<file path="src/rtl/dma_swap_pkg.sv">
package dma_swap_pkg;

  typedef enum logic [1:0] {
    SEQ_IDLE  = 2'd0,
    SEQ_START = 2'd1,
    SEQ_DATA  = 2'd2,
    SEQ_DONE  = 2'd3
  } seq_state_e;

endpackage

</file>
<file path="src/rtl/dma_swap_rebase.sv">
module dma_swap_rebase #(
  parameter int ADDR_W = 32,
  parameter int LEN_W  = 16
) (
  input  logic [ADDR_W-1:0] req_addr,
  input  logic [ADDR_W-1:0] base_addr,
  input  logic [LEN_W-1:0]  req_len,
  input  logic              swap,
  output logic [ADDR_W-1:0] eff_addr,
  output logic [LEN_W-1:0]  eff_len
);

  logic [ADDR_W-1:0] merged;

  always_comb begin
    merged   = req_addr | base_addr;
    eff_addr = merged;
    eff_len  = req_len;
    if (swap) begin
      eff_addr[0] = 1'b0;
      eff_len[0]  = 1'b0;
    end
  end

endmodule

</file>
<file path="src/rtl/dma_swap_seq.sv">
module dma_swap_seq
  import dma_swap_pkg::*;
#(
  parameter int ADDR_W    = 32,
  parameter int LEN_W     = 16,
  parameter int MAX_BURST = 64
) (
  input  logic              clk,
  input  logic              rst_n,
  input  logic              req_valid,
  output logic              req_ready,
  input  logic [ADDR_W-1:0] eff_addr,
  input  logic [LEN_W-1:0]  eff_len,
  input  logic              swap_in,
  output logic              burst_start,
  output logic [ADDR_W-1:0] burst_addr,
  output logic [LEN_W-1:0]  burst_len,
  output logic              pack_active,
  output logic              pack_need2,
  input  logic              beat_fire,
  output logic              done,
  output logic              swap_mode
);

  localparam logic [LEN_W-1:0] BURST_CAP = LEN_W'(MAX_BURST);
  localparam logic [LEN_W-1:0] ONE_B     = LEN_W'(1);
  localparam logic [LEN_W-1:0] TWO_B     = LEN_W'(2);

  seq_state_e        state_q, state_d;
  logic [ADDR_W-1:0] addr_q, addr_d;
  logic              addr_en;
  logic [LEN_W-1:0]  rem_q, rem_d;
  logic              rem_en;
  logic [LEN_W-1:0]  blen_q, blen_d;
  logic              blen_en;
  logic [LEN_W-1:0]  bleft_q, bleft_d;
  logic              bleft_en;
  logic              swap_q, swap_d;
  logic              swap_en;
  logic [LEN_W-1:0]  cut_len;
  logic [LEN_W-1:0]  step;
  logic [LEN_W-1:0]  bleft_nxt;

  always_comb begin
    cut_len   = (swap_q && (rem_q > BURST_CAP)) ? BURST_CAP : rem_q;
    step      = (bleft_q >= TWO_B) ? TWO_B : ONE_B;
    bleft_nxt = bleft_q - step;

    state_d  = state_q;
    addr_d   = addr_q;
    addr_en  = 1'b0;
    rem_d    = rem_q;
    rem_en   = 1'b0;
    blen_d   = blen_q;
    blen_en  = 1'b0;
    bleft_d  = bleft_q;
    bleft_en = 1'b0;
    swap_d   = swap_q;
    swap_en  = 1'b0;

    case (state_q)
      SEQ_IDLE: begin
        if (req_valid) begin
          addr_en = 1'b1;
          addr_d  = eff_addr;
          rem_en  = 1'b1;
          rem_d   = eff_len;
          swap_en = 1'b1;
          swap_d  = swap_in;
          state_d = (eff_len == '0) ? SEQ_DONE : SEQ_START;
        end
      end
      SEQ_START: begin
        blen_en  = 1'b1;
        blen_d   = cut_len;
        bleft_en = 1'b1;
        bleft_d  = cut_len;
        state_d  = SEQ_DATA;
      end
      SEQ_DATA: begin
        if (beat_fire) begin
          bleft_en = 1'b1;
          bleft_d  = bleft_nxt;
          if (bleft_nxt == '0) begin
            rem_en  = 1'b1;
            rem_d   = rem_q - blen_q;
            addr_en = 1'b1;
            addr_d  = addr_q + ADDR_W'(blen_q);
            state_d = (rem_q == blen_q) ? SEQ_DONE : SEQ_START;
          end
        end
      end
      SEQ_DONE: begin
        state_d = SEQ_IDLE;
      end
      default: begin
        state_d = SEQ_IDLE;
      end
    endcase
  end

  always_ff @(posedge clk or negedge rst_n) begin
    if (!rst_n) begin
      state_q <= SEQ_IDLE;
      addr_q  <= '0;
      rem_q   <= '0;
      blen_q  <= '0;
      bleft_q <= '0;
      swap_q  <= 1'b0;
    end else begin
      state_q <= state_d;
      if (addr_en)  addr_q  <= addr_d;
      if (rem_en)   rem_q   <= rem_d;
      if (blen_en)  blen_q  <= blen_d;
      if (bleft_en) bleft_q <= bleft_d;
      if (swap_en)  swap_q  <= swap_d;
    end
  end

  assign req_ready   = (state_q == SEQ_IDLE);
  assign burst_start = (state_q == SEQ_START);
  assign burst_addr  = addr_q;
  assign burst_len   = cut_len;
  assign pack_active = (state_q == SEQ_DATA);
  assign pack_need2  = (bleft_q >= TWO_B);
  assign done        = (state_q == SEQ_DONE);
  assign swap_mode   = swap_q;

endmodule

</file>
<file path="src/rtl/dma_swap_pack.sv">
module dma_swap_pack #(
  parameter int LANE_W = 8
) (
  input  logic                clk,
  input  logic                rst_n,
  input  logic                active,
  input  logic                need2,
  input  logic                swap,
  input  logic                in_valid,
  output logic                in_ready,
  input  logic [LANE_W-1:0]   in_data,
  output logic                beat_valid,
  input  logic                beat_ready,
  output logic [2*LANE_W-1:0] beat_data
);

  localparam int BEAT_W = 2 * LANE_W;

  logic [1:0]        cnt_q, cnt_d;
  logic [BEAT_W-1:0] hold_q, hold_d;
  logic              hold_en;
  logic              full;
  logic              in_fire;
  logic              out_fire;
  logic              hi_lane;

  always_comb begin
    full     = (cnt_q == (need2 ? 2'd2 : 2'd1));
    in_ready = active && !full;
    in_fire  = in_valid && in_ready;
    out_fire = active && full && beat_ready;
    hi_lane  = swap ? (cnt_q == 2'd0) : (cnt_q == 2'd1);

    hold_d  = hold_q;
    cnt_d   = cnt_q;
    hold_en = 1'b0;
    if (out_fire) begin
      hold_en = 1'b1;
      hold_d  = '0;
      cnt_d   = 2'd0;
    end else if (in_fire) begin
      hold_en = 1'b1;
      cnt_d   = cnt_q + 2'd1;
      if (hi_lane) hold_d[BEAT_W-1:LANE_W] = in_data;
      else         hold_d[LANE_W-1:0]      = in_data;
    end
  end

  always_ff @(posedge clk or negedge rst_n) begin
    if (!rst_n) begin
      cnt_q  <= 2'd0;
      hold_q <= '0;
    end else if (hold_en) begin
      cnt_q  <= cnt_d;
      hold_q <= hold_d;
    end
  end

  assign beat_valid = active && full;
  assign beat_data  = hold_q;

endmodule

</file>
<file path="src/rtl/dma_swap_wr.sv">
module dma_swap_wr #(
  parameter int ADDR_W      = 32,
  parameter int LEN_W       = 16,
  parameter int MAX_BURST   = 64,
  parameter int SYNC_STAGES = 2
) (
  input  logic              clk,
  input  logic              rst_n,
  input  logic [ADDR_W-1:0] base_addr,
  input  logic              req_valid,
  output logic              req_ready,
  input  logic [ADDR_W-1:0] req_addr,
  input  logic [LEN_W-1:0]  req_len,
  input  logic              req_bypass,
  input  logic              in_valid,
  output logic              in_ready,
  input  logic [7:0]        in_data,
  output logic              burst_start,
  output logic [ADDR_W-1:0] burst_addr,
  output logic [LEN_W-1:0]  burst_len,
  output logic              beat_valid,
  input  logic              beat_ready,
  output logic [15:0]       beat_data,
  output logic              done
);

  logic              rst_sync_n;
  logic              swap_req;
  logic              swap_mode;
  logic [ADDR_W-1:0] eff_addr;
  logic [LEN_W-1:0]  eff_len;
  logic              pack_active;
  logic              pack_need2;
  logic              beat_fire;

  generate
    if (SYNC_STAGES < 2) begin : g_sync1
      logic sync_q;
      always_ff @(posedge clk or negedge rst_n) begin
        if (!rst_n) sync_q <= 1'b0;
        else        sync_q <= 1'b1;
      end
      assign rst_sync_n = sync_q;
    end else begin : g_syncn
      logic [SYNC_STAGES-1:0] sync_q;
      always_ff @(posedge clk or negedge rst_n) begin
        if (!rst_n) sync_q <= '0;
        else        sync_q <= {sync_q[SYNC_STAGES-2:0], 1'b1};
      end
      assign rst_sync_n = sync_q[SYNC_STAGES-1];
    end
  endgenerate

  assign swap_req  = !req_bypass;
  assign beat_fire = beat_valid && beat_ready;

  dma_swap_rebase #(
    .ADDR_W (ADDR_W),
    .LEN_W  (LEN_W)
  ) u_rebase (
    .req_addr  (req_addr),
    .base_addr (base_addr),
    .req_len   (req_len),
    .swap      (swap_req),
    .eff_addr  (eff_addr),
    .eff_len   (eff_len)
  );

  dma_swap_seq #(
    .ADDR_W    (ADDR_W),
    .LEN_W     (LEN_W),
    .MAX_BURST (MAX_BURST)
  ) u_seq (
    .clk         (clk),
    .rst_n       (rst_sync_n),
    .req_valid   (req_valid),
    .req_ready   (req_ready),
    .eff_addr    (eff_addr),
    .eff_len     (eff_len),
    .swap_in     (swap_req),
    .burst_start (burst_start),
    .burst_addr  (burst_addr),
    .burst_len   (burst_len),
    .pack_active (pack_active),
    .pack_need2  (pack_need2),
    .beat_fire   (beat_fire),
    .done        (done),
    .swap_mode   (swap_mode)
  );

  dma_swap_pack #(
    .LANE_W (8)
  ) u_pack (
    .clk        (clk),
    .rst_n      (rst_sync_n),
    .active     (pack_active),
    .need2      (pack_need2),
    .swap       (swap_mode),
    .in_valid   (in_valid),
    .in_ready   (in_ready),
    .in_data    (in_data),
    .beat_valid (beat_valid),
    .beat_ready (beat_ready),
    .beat_data  (beat_data)
  );

endmodule

</file>
<file path="config.mk">
export PLATFORM = sky130hd
export DESIGN_NAME = dma_swap_wr
export DESIGN_NICKNAME = d
export VERILOG_FILES = /design/src/rtl/dma_swap_pkg.sv /design/src/rtl/dma_swap_rebase.sv /design/src/rtl/dma_swap_seq.sv /design/src/rtl/dma_swap_pack.sv /design/src/rtl/dma_swap_wr.sv
export SDC_FILE = /design/constraint.sdc
export NUM_CORES = 1
export LEC_CHECK = 0
export BUFFER_PORTS_ARGS = -buffer_cell sky130_fd_sc_hd__buf_2
export CAP_MARGIN = 20
export CORE_MARGIN = 8
export CORE_UTILIZATION = 50
export CTS_CLUSTER_DIAMETER = 50
export CTS_CLUSTER_SIZE = 16
export DETAILED_ROUTE_END_ITERATION = 7
export PLACE_DENSITY = 0.8
export SETUP_SLACK_MARGIN = 0.05
export SYNTH_ARGS = -nofsm -noshare
export SYNTH_HDL_FRONTEND = slang
export SYNTH_SLANG_ARGS = --single-unit
</file>
<file path="constraint.sdc">
create_clock -name clk -period 6.1 [get_ports clk]
set_input_delay 0.305 -clock clk [delete_from_list [all_inputs] [get_ports clk]]
set_output_delay 0.305 -clock clk [all_outputs]
set_load 0.1 [all_outputs]
</file>
==> impl_metrics.ini <==
[timing]
rsz0062_at_grt = no
clock_skew_ns = 0.0122
relSlewSlack_pct = 35.3
report.final.slew_viol_count = 0
hold_viol = 0
finalSetupViolCount = 0
timing.fmax_ghz = 0.194
worstMarginPinSlew_ns = 0.969
post-route-period-util_pct = 84.5
fin_setup_tns_ns = 0
finalCriticalPeriod_ns = 5.16

[layout]
final_cell_mix = 162 x buf_2, 109 x nand2_1, 102 x dfrtp_1
area_growth_pct = 17.8
final_nets = 1113
drive_gt1_share_pct = 20.5
antenna_cells = 0
layout_commonest_cell = buf_2
fillers = 1254

[synth]
synth.avg_cell_area_sq_um = 8.31
yosysTopAreaCell = dfrtp_1
postSynthCellCount = 844
synth_top_area_share_pct = 36.8
synth_edf_count = 0
ys_warn_count = 0
netlist-cell-type-count = 71
synth_nets = 976
synth-seq-cells = 103
synthArstFlopShare_pct = 100
synth_area_sq_um = 7010
synth_flop_cell = dfrtp_1
ys_seq_area_share_pct = 36.8
ys_top_cells_by_area = dfrtp_1 37%, ha_1 6.2%, nand2_1 5.8%, o21ai_0 4.9%, a21oi_1 4.8%

[critical_path]
required_ns = 6.36
cp_max_fo = 57
slowest_stage = inv_2
cp_cell_sequence = or3_1 -> nor4_2 -> nand2_1 -> inv_1 -> ha_1 -> fa_1 -> or4b_1 -> nor4b_1 -> o21ai_1 -> a2111oi_4 -> a31oi_4 -> inv_2 -> o311ai_0 -> o21ai_0
critPathMaxStageDelay_ns = 0.72
path_class = register to register
timing.rr.end = u_seq.burst_addr[1]
rr_worst_depth = 14
cp-end-kind = register
critPathLaunch = u_seq.bleft_q[5]
start_kind = register
path_buf_inv = 2
cpLargestDelayFamily = simple AND/OR/NAND/NOR gates
r2r-start = u_seq.bleft_q[5]
reg2reg_slack_ns = 0.94
crit_arrival_ns = 5.42

[drt]
dr_total_vias = 6916
routedWlPerCell_um = 18.0
ant_nets = 0
vias_per_cell = 5.93
wirelength_mm = 21.0
dr.pass1.iters = 5
drt_iter0_markers = 625
drc = 0

[clock_network]
clk_path_buf_depth = 2
cts_setup_buffers = 0
root_buffer = clkbuf_16
cts_resized = 0
numCtsBuffers = 9
cts_tree = done
clk_latency_ns = 0.36
cts_max_level = 3
clkTransAtPathRegs_ns = 0.07
clock_sinks = 103

[global_route]
grt_use_total_pct = 23.4
grt_pass1_wl_mm = 34.4
grt_pass1_vias = 6589
grt_max_degree = 86
gr-total-overflow = 0
antenna_found_initial = 0

[place]
routabilityCongestion = 0.921
portBuffers = 162
place_hpwl_mm = 15.6

[floorplanning]
die-area_sq_um = 18100
rows = 43
die_w_um = 134
start_util_pct = 50.9
die_h_um = 134
num_io_pins = 163
coreArea_sq_um = 13800

[worst_hold_path]
hp-start = in_data[2]
hold_path.class = input pin to register
whs_path_depth = 3
whs_endpoint = u_pack.beat_data[2]

[flow_run]
drv_cap = 0

[status]
status = finished clean
## worst register-to-register path, cell delays in order, from the launching register on
cell and delay (ns):
dfrtp_1 0.44, or3_1 0.44, nor4_2 0.51, nand2_1 0.19, inv_1 0.12, ha_1 0.19
fa_1 0.34, or4b_1 0.64, nor4b_1 0.35, o21ai_1 0.15, a2111oi_4 0.39, a31oi_4 0.14
inv_2 0.72, o311ai_0 0.31, o21ai_0 0.13
## routing by layer
metal	share of wire (%)	wire (um)	vias up	global-route usage [%]
li1	-	-	3322	-
met1	45	9560	3279	31.8
met2	43	9100	279	35.4
met3	8.5	1790	36	5.39
met4	2.8	582	0	8.67
met5	0	0	-	0
## final cells by class
cell class              count  area [sq um]  area share [%]
multi-input cells         652          4100            49.6
flip-flops and latches    103          2580            31.3
repair buffers            170           873            10.6
clock buffers              11           233            2.82
well taps                 180           225            2.73
inverters                  45           169            2.05
clock inverters             5          82.6            1.00
## repair_timing
action                                 CTS  global route
endpoints found under the hold margin    2             0
setup endpoints to repair                0             0
hold buffers                             1             0
## stage by stage
| stage | instances | setup WS [ns] | cell area [sq um] | utilization, % | hold slack, ns |
|---|---|---|---|---|---|
| global placement | 1149 | 1.15 | 7930 | 57.6 | 0.0909 |
| floorplan | 844 | 2.00 | 7010 | - | 0.00941 |
| detailed placement | 1149 | 1.00 | 7930 | 57.6 | 0.0913 |
| finish | 1166 | 0.944 | 8260 | 60.0 | 0.209 |
| CTS | 1166 | 0.985 | 8260 | 60.0 | 0.197 |
| global route | 1166 | 0.435 | 8260 | 60.0 | 0.220 |
## kinds of logic after synthesis
logic type	count (synthesis)	share of synthesized area, %
buf+inv	89	5.26
compound gates	264	24.3
xor+xnor	28	3.50
simple gates	300	20.0
flops	103	36.8
other cells	1	0.0535
fa+ha+maj	38	7.10
mux	21	3.02
## Yosys cell counts (10+ instances only)
cell	number
a21oi_1	67
xor2_1	11
a21o_1	10
nor2b_1	10
o31ai_1	10
nand3_1	12
nor3_1	16
and2_1	11
o21ai_0	69
clkbuf_1	32
nor2_1	83
inv_1	43
xnor2_1	17
a22oi_1	10
dfrtp_1	103
nand4_1	11
mux2i_1	20
a31oi_1	24
nand2_1	109
ha_1	35
## registers in the layout (all words and copies together), names as in the netlist
register	count
g_syncn.sync_q	2
u_pack.beat_data	16
u_pack.cnt_q	2
u_seq.bleft_q	16
u_seq.blen_q	16
u_seq.burst_addr	32
u_seq.rem_q	16
u_seq.state_q	2
u_seq.swap_mode	1
## worst max-delay path by stage
stage                            to  cells past startpoint
2_1_floorplan        u_seq.rem_q[0]                     16
3_3_place_gp   u_seq.burst_addr[15]                     14
3_5_place_dp   u_seq.burst_addr[25]                     14
4_1_cts         u_seq.burst_addr[1]                     14
5_1_grt         u_seq.burst_addr[1]                     14
6_report        u_seq.burst_addr[1]                     14
Power is not shown: default switching activity piles up to over one toggle a cycle in this logic, so the estimate is an artifact.
